## config.mk

```make
export PLATFORM = sky130hd
export DESIGN_NAME = pkt_burst_gen
export DESIGN_NICKNAME = d
export VERILOG_FILES = /design/src/rtl/pkt_burst_pkg.sv /design/src/rtl/rnd_shift16.sv /design/src/rtl/pad_len_pick.sv /design/src/rtl/pkt_burst_gen.sv
export SDC_FILE = /design/constraint.sdc
export NUM_CORES = 1
export LEC_CHECK = 0
export BUFFER_PORTS_ARGS = -buffer_cell sky130_fd_sc_hd__buf_2
export CORE_MARGIN = 5
export CORE_UTILIZATION = 55
export DETAILED_ROUTE_END_ITERATION = 8
export PLACE_DENSITY = 0.73
export SLEW_MARGIN = 25
export SYNTH_ARGS = -nofsm -noshare
export SYNTH_HDL_FRONTEND = slang
export SYNTH_SLANG_ARGS = --single-unit
export TNS_END_PERCENT = 20
```

## constraint.sdc

```tcl
create_clock -name clk -period 43.9 [get_ports clk]
set_input_delay 4.39 -clock clk [delete_from_list [all_inputs] [get_ports clk]]
set_output_delay 4.39 -clock clk [all_outputs]
set_load 0.02 [all_outputs]
```

## src/rtl/pkt_burst_pkg.sv

```systemverilog
package pkt_burst_pkg;
  localparam int RND_W = 16;
  localparam logic [7:0] SYM_OPEN  = 8'hFB;
  localparam logic [7:0] SYM_CLOSE = 8'hFD;

  typedef enum logic [2:0] {
    ST_IDLE,
    ST_OPEN,
    ST_STAMP,
    ST_FILL,
    ST_CLOSE,
    ST_GAP
  } gen_state_t;
endpackage

```

## src/rtl/rnd_shift16.sv

```systemverilog
module rnd_shift16 #(
  parameter int          W    = 16,
  parameter logic [W-1:0] SEED = 16'hACE1,
  parameter logic [W-1:0] TAPS = 16'hB400
) (
  input  logic         clk,
  input  logic         rst_n,
  input  logic         step_i,
  output logic [W-1:0] val_o
);
  logic [W-1:0] q;
  logic         fb;

  assign fb    = ^(q & TAPS);
  assign val_o = q;

  always_ff @(posedge clk) begin
    if (!rst_n)      q <= SEED;
    else if (step_i) q <= {q[W-2:0], fb};
  end

  // a maximal-length sequence never reaches the all-zero lockup state
  p_rnd_nonzero_r6: assert property (@(posedge clk) disable iff (!rst_n)
    q != '0);
endmodule

```

## src/rtl/pad_len_pick.sv

```systemverilog
module pad_len_pick #(
  parameter int LEN_W = 8,
  parameter int RND_W = 16
) (
  input  logic [RND_W-1:0] rnd_i,
  input  logic [LEN_W-1:0] lo_i,
  input  logic [LEN_W-1:0] hi_i,
  output logic [LEN_W-1:0] len_o
);
  localparam int SPAN_W = LEN_W + 1;

  logic [SPAN_W-1:0] span;
  logic [RND_W-1:0]  span_ext;
  logic [LEN_W-1:0]  rem;

  assign span     = {1'b0, hi_i} - {1'b0, lo_i} + SPAN_W'(1);
  assign span_ext = RND_W'(span);
  assign rem      = LEN_W'(rnd_i % span_ext);
  assign len_o    = (hi_i < lo_i) ? lo_i : (lo_i + rem);
endmodule

```

## src/rtl/pkt_burst_gen.sv

```systemverilog
module pkt_burst_gen
  import pkt_burst_pkg::*;
#(
  parameter int CNT_W    = 8,
  parameter int LEN_W    = 8,
  parameter int TS_BYTES = 4
) (
  input  logic                  clk,
  input  logic                  rst_n,
  input  logic                  start_i,
  input  logic [CNT_W-1:0]      frame_cnt_i,
  input  logic [LEN_W-1:0]      pad_min_i,
  input  logic [LEN_W-1:0]      pad_max_i,
  input  logic [8*TS_BYTES-1:0] time_i,
  output logic [7:0]            sym_data_o,
  output logic                  sym_k_o,
  output logic                  sym_valid_o,
  input  logic                  sym_ready_i,
  output logic                  busy_o,
  output logic                  done_o
);
  localparam int TS_W   = 8 * TS_BYTES;
  localparam int TIDX_W = (TS_BYTES > 1) ? $clog2(TS_BYTES) : 1;
  localparam logic [TIDX_W-1:0] TIDX_LAST = TIDX_W'(TS_BYTES - 1);

  gen_state_t       state;
  logic [CNT_W-1:0] frames_left;
  logic [LEN_W-1:0] lo_q, hi_q, fill_left, drawn_len;
  logic [TS_W-1:0]  stamp_q;
  logic [TIDX_W-1:0] stamp_idx;
  logic             done_q;
  logic             fire, rnd_step;
  logic [RND_W-1:0] rnd;

  assign fire     = sym_valid_o && sym_ready_i;
  assign rnd_step = fire && (state == ST_OPEN || state == ST_FILL);

  rnd_shift16 #(.W(RND_W)) u_rnd (
    .clk   (clk),
    .rst_n (rst_n),
    .step_i(rnd_step),
    .val_o (rnd)
  );

  pad_len_pick #(.LEN_W(LEN_W), .RND_W(RND_W)) u_pick (
    .rnd_i(rnd),
    .lo_i (lo_q),
    .hi_i (hi_q),
    .len_o(drawn_len)
  );

  always_comb begin
    sym_valid_o = 1'b0;
    sym_k_o     = 1'b0;
    sym_data_o  = 8'h00;
    unique case (state)
      ST_OPEN:  begin sym_valid_o = 1'b1; sym_k_o = 1'b1; sym_data_o = SYM_OPEN;  end
      ST_STAMP: begin sym_valid_o = 1'b1; sym_data_o = stamp_q[TS_W-1 -: 8];      end
      ST_FILL:  begin sym_valid_o = 1'b1; sym_data_o = rnd[7:0];                  end
      ST_CLOSE: begin sym_valid_o = 1'b1; sym_k_o = 1'b1; sym_data_o = SYM_CLOSE; end
      default:  ;
    endcase
  end

  assign busy_o = (state != ST_IDLE);
  assign done_o = done_q;

  always_ff @(posedge clk) begin
    if (!rst_n) begin
      state       <= ST_IDLE;
      frames_left <= '0;
      lo_q        <= '0;
      hi_q        <= '0;
      fill_left   <= '0;
      stamp_q     <= '0;
      stamp_idx   <= '0;
      done_q      <= 1'b0;
    end else begin
      done_q <= 1'b0;
      unique case (state)
        ST_IDLE: if (start_i) begin
          lo_q        <= pad_min_i;
          hi_q        <= pad_max_i;
          frames_left <= frame_cnt_i;
          if (frame_cnt_i == '0) done_q <= 1'b1;
          else                   state  <= ST_OPEN;
        end
        ST_OPEN: if (fire) begin
          stamp_q   <= time_i;
          fill_left <= drawn_len;
          stamp_idx <= '0;
          state     <= ST_STAMP;
        end
        ST_STAMP: if (fire) begin
          stamp_q   <= stamp_q << 8;
          stamp_idx <= stamp_idx + TIDX_W'(1);
          if (stamp_idx == TIDX_LAST)
            state <= (fill_left == '0) ? ST_CLOSE : ST_FILL;
        end
        ST_FILL: if (fire) begin
          fill_left <= fill_left - LEN_W'(1);
          if (fill_left == LEN_W'(1)) state <= ST_CLOSE;
        end
        ST_CLOSE: if (fire) begin
          frames_left <= frames_left - CNT_W'(1);
          if (frames_left == CNT_W'(1)) begin
            state  <= ST_IDLE;
            done_q <= 1'b1;
          end else begin
            state <= ST_GAP;
          end
        end
        ST_GAP:  state <= ST_OPEN;
        default: state <= ST_IDLE;
      endcase
    end
  end

  // the control flag appears only on the two delimiters
  p_k_only_delims_r3: assert property (@(posedge clk) disable iff (!rst_n)
    (sym_valid_o && sym_k_o) |-> (sym_data_o == SYM_OPEN || sym_data_o == SYM_CLOSE));

  // a stalled byte stays frozen
  p_hold_stall_r7: assert property (@(posedge clk) disable iff (!rst_n)
    (sym_valid_o && !sym_ready_i) |=>
      (sym_valid_o && $stable(sym_data_o) && $stable(sym_k_o)));

  // every accepted closing delimiter is followed by an idle slot
  p_gap_after_close_r8: assert property (@(posedge clk) disable iff (!rst_n)
    (fire && sym_k_o && sym_data_o == SYM_CLOSE) |=> !sym_valid_o);

  // done is a single-cycle pulse
  p_done_pulse_r9: assert property (@(posedge clk) disable iff (!rst_n)
    done_o |=> !done_o);

  // the drawn filler count lies in the latched window
  p_len_window_r5: assert property (@(posedge clk) disable iff (!rst_n)
    (fire && state == ST_OPEN) |=>
      ((hi_q < lo_q) ? (fill_left == lo_q)
                     : (fill_left >= lo_q && fill_left <= hi_q)));

  // a frame opens only after a start has been taken
  p_open_needs_busy_r2: assert property (@(posedge clk) disable iff (!rst_n)
    $rose(sym_valid_o) |-> (sym_k_o && sym_data_o == SYM_OPEN && busy_o));
endmodule

```

### Word-level counts from Yosys, hierarchy flattened

Cells that the tools add are included.
Widths: inputs -> output; s select.

* div/mod/pow operators: 1
* add/sub/neg operators: 6
* reduce and logical (&&, ||, !) cells: 18
* muxes and demuxes: 32
* eq/ne operators: 16
* $lt $le $gt $ge: 1

Operators with widths (number)
* $mux 32: 2
* $pmux 32 s2: 1
* $mux 8: 5
* $pmux 8 s2: 2
* $pmux 8 s4: 1
* $mux 3: 10
* $pmux 3 s6: 1
* $eq 8x1->1 const B: 2
* $logic_not 8->1: 2
* $mod 16x9->16: 1
* $reduce_xor 16->1: 1
* $sub 8x1->8 const B: 2
* $ne 2x2->1 const B: 7
* $add 9x1->9 const B: 1
* $reduce_and 3->1: 3
* $sub 8x8->9: 1
* $add 8x8->8: 1
* $lt 8x8->1: 1
* $reduce_and 8->1: 1
* $eq 3x2->1 const B: 2
* $eq 3x3->1 const B: 2
* $mux 1: 6
* $reduce_bool 2->1: 3
* $mux 2: 2
* other kinds (13): 14

* logic and storage cells: 83
* bits of input ports: 60
* output and inout bits: 12
* register bits after elaboration: 86

### Logic depth before layout (Yosys ltp)

Gate-level depths: netlist (run 1).

* word-level depth: 7
* gate-level depth with buffers: 187
* depth with buffers taken out: 180

### Cells and area by module

A second synthesis (run 1) with hierarchy kept.

* cell total of the unflattened synthesis: 1464
* area total of the unflattened synthesis: 11199.5 µm²

Modules (own cells, without submodules)
* pad_len_pick: seq. area each 0.0 µm², cells each 987, area each 7025.5 µm², times used 1
* pkt_burst_gen: seq. area each 1401.3 µm², cells each 423, area each 3543.4 µm², times used 1
* rnd_shift16: seq. area each 320.3 µm², cells each 54, area each 630.6 µm², times used 1

### Least setup slack after synthesis (run 1)

Ideal clock, no wire load.

* path type: register to register
* start: register lo_q[1]
* end: register fill_left[7]
* setup slack: 9.834 ns
* period minus slack after synthesis: 34.066 ns
* setup time: 0.120 ns
* required time: 43.780 ns
* stages on the path, launching flop included: 173
* path buffers: 8
* data arrival time: 33.946 ns
* cell sequence: dfxtp_1 -> inv_1 -> ha_1 -> inv_1 -> ha_1 -> fa_1 -> xor2_1 -> and3_1 -> clkbuf_1 -> nand2_1 -> nor3_1 -> a21oi_1 -> a21oi_1 -> ha_1 -> o21a_1 -> nor2_1 -> o21ai_0 -> a21oi_1 -> [137 not listed] -> a2111oi_0 -> o21ai_0 -> a211o_1 -> nor3_2 -> mux2_1 -> ha_1 -> a21o_1 -> a21oi_1 -> nor2b_1 -> o21a_1 -> o21ai_0 -> nand2b_1 -> a21oi_1 -> nand2b_1 -> a21o_1 -> a2111oi_0 -> nor4_1 -> o31a_1

* word-level cells in the longest chain between the ends: 7
* elaborated cells between the ends (all ways): 8
* classes of those cells: 3 x add/sub; 1 x div; 1 x order compare; 3 x mux

RTL lines
* from (decl): line pkt_burst_gen.sv:28 `logic [LEN_W-1:0] lo_q, hi_q, fill_left, drawn_len;`
* from (signal assigned): line pkt_burst_gen.sv:82 `lo_q <= pad_min_i;`
* $sub 8x8->9: line pad_len_pick.sv:16 `assign span = {1'b0, hi_i} - {1'b0, lo_i} + SPAN_W'(1);`
* $add 9x1->9: line pad_len_pick.sv:16
* $mod 16x9->16: line pad_len_pick.sv:18 `assign rem = LEN_W'(rnd_i % span_ext);`
* $add 8x8->8: line pad_len_pick.sv:19 `assign len_o = (hi_i < lo_i) ? lo_i : (lo_i + rem);`
* $mux 8 (*): line pad_len_pick.sv:19
* $mux 8 (*): line pkt_burst_gen.sv:88 `ST_OPEN: if (fire) begin`
* $pmux 8 s2 (*): line pkt_burst_gen.sv:80 `unique case (state)`
* to (signal assigned): line pkt_burst_gen.sv:90 `fill_left <= drawn_len;`
* to (signal assigned): line pkt_burst_gen.sv:101 `fill_left <= fill_left - LEN_W'(1);`
* to (decl): line pkt_burst_gen.sv:28

Mark *: on every way between the ends. The rest lies on a longest branch, timed or not. The select of a mux whose other input is x is not followed.
A chain may end at the register's enable or synchronous reset.

### Worst setup path after layout (run 1)

Same ends and word-level chain as after synthesis.

==> results of run 1 <==
sequential cells by signal, summed over array words and instances, names as in the netlist:
signal,cells
state,3
lo_q,8
done_o,1
u_rnd.val_o,16
frames_left,8
hi_q,8
stamp_q,32
fill_left,8
stamp_idx,2
logic make-up (layout without fill, tap and decap cells):
kind of cell | Yosys count | count (layout)
buf+inv | 116 | 154
xor+xnor | 52 | 52
flops | 86 | 86
simple gates | 533 | 533
mux | 68 | 68
compound gates | 456 | 456
fa+ha+maj | 147 | 147
synth_stat cells (7+ instances only):
| cell | n | area share (%) |
|---|---|---|
| sky130_fd_sc_hd__nand2_1 | 157 | 5.4 |
| sky130_fd_sc_hd__inv_1 | 55 | 1.9 |
| sky130_fd_sc_hd__and2_1 | 10 | 0.57 |
| sky130_fd_sc_hd__nand4_1 | 10 | 0.57 |
| sky130_fd_sc_hd__and3_1 | 9 | 0.51 |
| sky130_fd_sc_hd__or3_1 | 24 | 1.4 |
| sky130_fd_sc_hd__a211oi_1 | 35 | 2.4 |
| sky130_fd_sc_hd__ha_1 | 141 | 16 |
| sky130_fd_sc_hd__nor4_1 | 8 | 0.45 |
| sky130_fd_sc_hd__nor3_1 | 68 | 3.1 |
| sky130_fd_sc_hd__mux2i_1 | 34 | 3.1 |
| sky130_fd_sc_hd__o21ai_0 | 54 | 2.5 |
| sky130_fd_sc_hd__nand2b_1 | 14 | 0.80 |
| sky130_fd_sc_hd__a31oi_1 | 7 | 0.40 |
| sky130_fd_sc_hd__a21oi_1 | 139 | 6.3 |
| sky130_fd_sc_hd__o31ai_1 | 27 | 1.8 |
| sky130_fd_sc_hd__or2_2 | 9 | 0.51 |
| sky130_fd_sc_hd__dfxtp_1 | 86 | 16 |
| sky130_fd_sc_hd__o211ai_1 | 14 | 0.95 |
| sky130_fd_sc_hd__o21a_1 | 45 | 3.1 |
| sky130_fd_sc_hd__nand3_1 | 29 | 1.3 |
| sky130_fd_sc_hd__xor2_1 | 18 | 1.4 |
| sky130_fd_sc_hd__nor2b_1 | 21 | 1.2 |
| sky130_fd_sc_hd__a21o_1 | 31 | 2.1 |
| sky130_fd_sc_hd__a22oi_1 | 9 | 0.61 |
| sky130_fd_sc_hd__xnor2_1 | 33 | 2.6 |
| sky130_fd_sc_hd__mux2_2 | 28 | 2.9 |
| sky130_fd_sc_hd__nor2_1 | 139 | 4.7 |
| sky130_fd_sc_hd__clkbuf_1 | 49 | 1.7 |
per-layer routing:
layer  routed length [um]  share of wire, %  vias to the layer above  global-route usage (%)
met5                    0                 0                        -                       0
met4                  584               2.0                        0                    7.03
met3                 1630               5.4                       49                    2.94
met2                14000                47                      297                    44.6
met1                13700                46                     5068                    34.9
li1                     -                 -                     5491                       -
area by class of cell:
type,instances,area (um2)
clock inverters,7,66.3
clock buffers,9,225
flip-flops and latches,86,1720
well taps,265,332
multi-input cells,1256,8840
inverters,58,223
fillers,1803,7760
repair buffers,80,423
metrics by stage:
stage / area (um2) / utilization, % / std cells / worst slack [ns] / hold slack [ns]
6_report: 11800 / 60.4 / 1761 / 4.17 / 0.466
3_5_place_dp: 11500 / 58.8 / 1745 / 4.62 / 0.451
5_1_grt: 11800 / 60.4 / 1761 / 0.713 / 0.485
2_1_floorplan: 11000 / - / 1458 / 9.83 / 0.435
4_1_cts: 11800 / 60.3 / 1761 / 4.44 / 0.461
3_3_place_gp: 11500 / 58.8 / 1745 / 6.04 / 0.443
path summary, 6_finish.rpt:
kind | startpoint | end | slack, ns
hold / removal | lo_q[7] | lo_q[7] | 0.47
setup / recovery | lo_q[1] | fill_left[7] | 4.17
setup reg to reg | lo_q[1] | fill_left[7] | 4.17
hold reg to reg | lo_q[7] | lo_q[7] | 0.47
cells in the final DEF (no fill, tap or decap), types with 31 or more instances in the layout:
| cell | count |
|---|---|
| sky130_fd_sc_hd__buf_2 | 71 |
| sky130_fd_sc_hd__nor3_1 | 68 |
| sky130_fd_sc_hd__nor2_1 | 138 |
| sky130_fd_sc_hd__o21ai_0 | 54 |
| sky130_fd_sc_hd__nand2_1 | 157 |
| sky130_fd_sc_hd__a211oi_1 | 35 |
| sky130_fd_sc_hd__a21o_1 | 31 |
| sky130_fd_sc_hd__a21oi_1 | 139 |
| sky130_fd_sc_hd__dfxtp_1 | 86 |
| sky130_fd_sc_hd__mux2i_1 | 33 |
| sky130_fd_sc_hd__xnor2_1 | 33 |
| sky130_fd_sc_hd__inv_1 | 55 |
| sky130_fd_sc_hd__ha_1 | 141 |
| sky130_fd_sc_hd__o21a_1 | 45 |
worst max-delay path, delay by kind of cell, from the launching register on:
kind / cells / cell delay, ns
DFF: 1 / 0.48
buffers and inverters: 5 / 0.93
and+or+nand+nor: 48 / 10.12
AOI/OAI and AO/OA: 87 / 18.32
adders and majority gates: 19 / 6.04
muxes: 9 / 3.45
xor gates and xnor gates: 1 / 0.23
==> flow_results.org, run 1 <==
** Final layout
- Layout cell share with drive strength beyond 1 :: 12.0%
- Compared with the post-synthesis result, the final layout area differs by 7.46%.
- Antenna cell count :: 0
- In the final design database the tool counted 1698 nets.

** Floorplanning
- Count of pins on the block boundary :: 72
- In this run the core area contains 51 standard-cell rows.
- The die covers 22900 um2.
- In this run the horizontal extent of the chip is 151 um.
- Placeable core region :: 19600 um2
- For this configuration, the core starts out at a cell density of 56.2%.
- The die is 151 um tall.

** Global route
- Global routing used 26.1% of the available tracks.
- The initial antenna violation count was 0.
- The via count of the first global-routing pass is 10100.
- Residual overflow from global routing :: 0
- Pin count of the biggest net entering global routing :: 59
- First-pass GRT wire length :: 49100 um

** Synth
- Among all flip-flop cells after synthesis, the most frequent one is sky130_fd_sc_hd__dfxtp_1.
- In the synthesized netlist the async set-or-reset flop fraction comes to 0%.
- Of the total synthesized cell area, the portion taken by AND, OR, NAND and NOR gates is 23.3%.
- For this run, the number of Yosys warnings is 0.
- The synthesized netlist occupies a cell area of 11000 um2.
- Seq/Total Area, Yosys :: 15.6%
- After Yosys synthesis, full adders, half adders and majority gates account for 17.1% of the synthesized area.
- Syn_nets :: 1665
- Seq cells post-synth :: 86
- Dividing the synthesized area by the synthesized cell count gives 7.55 um2.
- By area, the combinational part of the netlist is dominated by compound AO/OA/AOI/OAI gates.
- Count of flip-flops with a built-in enable after synthesis :: 0
- In the synthesized netlist, mux cells make up 6.80% of the area.
- Of the total synthesized cell area, the portion taken by XOR and XNOR cells is 4.31%.
- Compound-Gate Fraction of Synth Area :: 28.6%
- After synthesis, the netlist uses 98 different library cells.
- Count of mapped cells out of synthesis :: 1458

** Setup path
- The worst setup path is of the reg -> reg kind.
- Data arrives at the worst endpoint at 39.96 ns.
- The worst setup path is captured at a flop.
- In this run the worst path has a maximum fanout of 16.
- Critical path required time :: 44.14 ns
- For this design, the slowest cell found on the critical path is sky130_fd_sc_hd__nor2b_1.
- Measured in cells, the most critical reg-to-reg path has a length of 169.
- The worst setup path is launched from a flop.
- Worst path most repeated cell :: sky130_fd_sc_hd__a21oi_1
- Delay of the slowest critical-path stage :: 0.73 ns

** Clock network
- Counting the buffers created by CTS gives 9.
- Clock network latency to the later pin of the worst-skew pair :: 0.35 ns
- After clock tree synthesis, the repair step resized 0 gates.
- Depth of the CTS H-tree :: 3
- The tree is rooted in a sky130_fd_sc_hd__clkbuf_16.
- Number of buffers inserted to repair setup after CTS :: 0
- Clk pin slew, worst setup/hold paths :: 0.08 ns
- Clock tree from TritonCTS :: done
- For this design, the CTS-stage hold fixing added 0 buffers.
- Number of buffers between clock root and the deepest sink :: 2
- For this design, the sink count on the clock tree is 86.

** STA
- At the pin with the least slew margin, the transition time is 0.979 ns.
- Total of endpoints with negative setup slack in the final report :: 0
- The number of slew-limit violations in the final report is 0.
- Slew HR :: 34.2%
- Timing would allow up to 25.2 MHz.
- After layout, the worst path uses 90.5% of the clock period.
- Setup repair after global routing left no endpoint under its margin.
- Worst Skew :: 0.00934 ns
- The number of failing hold endpoints at the final stage came to 0.
- Adding up every negative setup slack in the final design gives 0 ns.
- The routed design could run at a clock period as short as 39.73 ns.

** Placed design
- The HPWL after detailed placement is 23000 um.
- Global placement routability congestion :: 0.982
- Total of buffers placed on input and output ports :: 71

** Route
- Detailed-route vias per instance :: 6.19
- Average wire per standard cell :: 17.0 um
- In this run, the number of DRC markers left after iteration 0 of detailed routing was 630.
- DRC violation count after routing :: 0
- Number of antenna-violating nets in the routed design :: 0
- Via total after detailed routing :: 10900
- Routed wire length :: 29900 um
- For this run, the detailed router's first-pass iteration total came to 7.

** Outcome
- Run status :: completed

** Hold path
- Cell depth of the worst min-delay path :: 2
- The path class of the tightest hold or removal check is reg -> reg.

** Job
- Count of max-cap constraint violations :: 0
Power of run 1 is not shown: default switching activity piles up to over one toggle a cycle in this logic, so the estimate is an artifact.
==> run 2: changes to the inputs <==
--- a/config.mk
+++ b/config.mk
@@ -6,6 +6,7 @@
 export NUM_CORES = 1
 export LEC_CHECK = 0
 export BUFFER_PORTS_ARGS = -buffer_cell sky130_fd_sc_hd__buf_2
+export CORE_ASPECT_RATIO = 1.1
 export CORE_MARGIN = 5
 export CORE_UTILIZATION = 55
 export DETAILED_ROUTE_END_ITERATION = 8
==> constraint.sdc (replaced) <==
create_clock -name clk -period 44.4 [get_ports clk]
set_input_delay 4.44 -clock clk [delete_from_list [all_inputs] [get_ports clk]]
set_output_delay 4.44 -clock clk [all_outputs]
set_load 0.02 [all_outputs]
==> flow_results.org, run 2 (synthesis gave the netlist of run 1 again) <==
** Outcome
- Run status: completed (unchanged).

** Global route
- Antenna violations before repair :: 0 (unchanged)
- The met1 track demand over resource was 32.4% (was 34.9%).
- GR met3 Demand/Resource :: 2.91% (was 2.94%)
- Met2 routing resource usage after global routing :: 44.7% (was 44.6%)
- The maximum number of pins on one net before global-route repair is 49 (was 59).
- The layer with the highest usage is met2 (unchanged).
- The total global routing track utilization was 25.6% (was 26.1%).
- First-pass GRT wire length :: 48400 um (was 49100 um)
- The via count of the first global-routing pass was 10200 (was 10100).
- The sum of overflow across all layers after global routing is 0 (unchanged).

** STA
- Total of endpoints with negative setup slack in the final report :: 0 (unchanged)
- The post-route clock period utilization came to 89.3% (was 90.5%).
- PnR worst setup slack :: 4.77 ns (was 4.17 ns)
- The number of slew-limit violations in the final report was 0 (unchanged).
- Worst Skew :: 0.00640 ns (was 0.00934 ns)
- Setup repair after global routing missed its margin: false (unchanged).
- Top achievable clock speed :: 25.2 MHz (about the same)
- Slew HR :: 30.8% (was 34.2%)
- Final hold violations :: 0 (unchanged)
- Transition at the pin with the smallest max-transition slack :: 1.03 ns (was 0.979 ns)
- The final critical-path required period was 39.63 ns (was 39.73 ns).
- The post-route setup TNS was 0 ns (unchanged).

** Route
- Detailed-route vias per instance :: 6.25 (was 6.19)
- The residual antenna-violating net count after detailed routing is 0 (unchanged).
- The number of optimization iterations in the first detailed-route pass is 5 (was 7).
- Routed wire length :: 30000 um (was 29900 um)
- DRC violation count after routing :: 0 (unchanged)
- Average wire per standard cell :: 17.2 um (was 17.0 um)
- The violation count after the first detailed-route iteration was 722 (was 630).
- Via total after detailed routing :: 10900 (about the same)

** Setup path
- The endpoint class of the critical path is a flop (unchanged).
- Startpoint-to-endpoint class of the critical path :: reg -> reg (unchanged)
- The data arrival at the endpoint of the critical path came to 39.86 ns (was 39.96 ns).
- Count of cells along the worst register-to-register path :: 168 (was 169)
- The largest stage delay on the critical path is 0.76 ns (was 0.73 ns).
- The critical path startpoint category is a flop (unchanged).
- Last element of the critical path :: fill_left[7] (unchanged)
- Worst r2r src :: lo_q[1] (unchanged)
- The setup slack of the worst register-to-register path came to 4.77 ns (was 4.17 ns).
- The worst path required time is 44.63 ns (was 44.14 ns).
- The slowest cell on the critical path is sky130_fd_sc_hd__nor2b_1 (unchanged).
- The end of the worst register-to-register path is fill_left[7] (unchanged).
- CP startpoint :: lo_q[1] (unchanged)
- The cell occurring most often along the worst timing path is sky130_fd_sc_hd__o21a_1 (was sky130_fd_sc_hd__a21oi_1).
- Critical Path Fanout Max :: 16 (unchanged)

** Placed design
- The HPWL after detailed placement is 23100 um (was 23000 um).
- Total of buffers placed on input and output ports :: 71 (unchanged)
- The placement-stage worst setup slack was 5.28 ns (was 4.62 ns).
- Global placement routability congestion :: 0.958 (was 0.982)

** Floorplanning
- Area of the die :: 22900 um2 (about the same)
- The top-level I/O count was 72 (unchanged).
- Placeable core region :: 19800 um2 (was 19600 um2)
- The starting density of the core was 55.6% (was 56.2%).
- The site row count is 54 (was 51).
- Width of the die :: 145 um (was 151 um)
- The vertical die dimension is 158 um (was 151 um).

** Final layout
- The antenna diode count came to 0 (unchanged).
- The number of flip-flops in the largest register came to 32 (unchanged).
- Synthesis-to-finish area growth :: 7.30% (was 7.46%)
- Layout cell share with drive strength beyond 1 :: 11.9% (was 12.0%)
- The final layout net count was 1698 (unchanged).
- Most used cells in the layout excluding fill and tap cells :: sky130_fd_sc_hd__nand2_1, sky130_fd_sc_hd__ha_1, sky130_fd_sc_hd__a21oi_1 (unchanged)
- The filler cell count was 1803 (unchanged).
- The commonest non-fill, non-tap cell in the layout was sky130_fd_sc_hd__nand2_1 (unchanged).
- Largest register by flop count :: stamp_q (unchanged)

** Hold path
- The class of the worst hold path was reg -> reg (unchanged).

** Clock network
- The clock tree root buffer cell is sky130_fd_sc_hd__clkbuf_16 (unchanged).
- Clk pin slew, worst setup/hold paths :: 0.07 ns (was 0.08 ns)
- The TritonCTS clock tree is done (unchanged).
- The CTS sink count was 86 (unchanged).
- The number of H-tree branching levels is 3 (unchanged).
- The buffer depth of the longest clock path is 2 (unchanged).
- Clock network latency to the later pin of the worst-skew pair :: 0.35 ns (about the same)
- The quantity of hold-fixing buffers added after cts came to 0 (unchanged).
- Number of buffers inserted to repair setup after CTS :: 0 (unchanged)
- Total clock buffers created by CTS :: 9 (unchanged)
- The number of gates resized after cts is 0 (unchanged).

** Job
- The max-capacitance violation count was 0 (unchanged).
==> run 2: changes by cell type in the layout (fill, tap and decap cells not counted) <==
cell and change:
sky130_fd_sc_hd__bufinv_16 +1, sky130_fd_sc_hd__nand3_1 +1, sky130_fd_sc_hd__clkinvlp_4 +2, sky130_fd_sc_hd__clkinv_2 -1, sky130_fd_sc_hd__inv_8 -1, sky130_fd_sc_hd__clkinv_8 -1, sky130_fd_sc_hd__nand3_2 -1, sky130_fd_sc_hd__inv_6 -1
==> run 2: layer usage <==
metal	vias to the layer above	part of all wire [%]
met5	-	0
met4	0	3.2
met3	70	5.1
met2	311	48
met1	5056	44
li1	5484	-
==> run 2: per-stage QoR <==
stage	cells	cell area (um2)	hold slack [ns]	utilization, %
after floorplan	1458	11000	0.435	-
after global placement	1732	11500	0.442	58.1
after detailed placement	1732	11500	0.452	58.1
after CTS	1747	11800	0.461	59.6
after global routing	1747	11800	0.478	59.7
final	1747	11800	0.459	59.7
==> run 2: critical path, delay by kind of cell (launching register included) <==
kind                     cells  cell delay, ns
AO/OA/AOI/OAI               88           18.80
AND/OR/NAND/NOR             46            9.76
buffers and inverters        6            1.00
XOR/XNOR                     1            0.22
multiplexers                 8            3.16
flip-flops                   1            0.49
adder cells (fa/ha/maj)     19            6.03
==> run 2: how the worst min path moves through the flow <==
stage                          start    endpoint  slack, ns  cells past startpoint
after floorplan           stamp_q[4]  stamp_q[4]       0.44                      2
after global placement    stamp_q[4]  stamp_q[4]       0.44                      2
after detailed placement  stamp_q[6]  stamp_q[6]       0.45                      2
after CTS                 stamp_q[6]  stamp_q[6]       0.46                      2
after global routing      stamp_q[4]  stamp_q[4]       0.48                      2
final                     stamp_q[6]  stamp_q[6]       0.46                      2
==> run 2: final cells by class <==
class / count / area, um2 / area share, %
well taps: 252 / 315 / 2.67
clock inverters: 6 / 70.1 / 0.593
multi-input cells: 1256 / 8830 / 74.8
flip-flops and latches: 86 / 1720 / 14.6
repair buffers: 80 / 423 / 3.58
inverters: 58 / 223 / 1.89
clock buffers: 9 / 225 / 1.91
Power of run 2 is left out for the same reason.
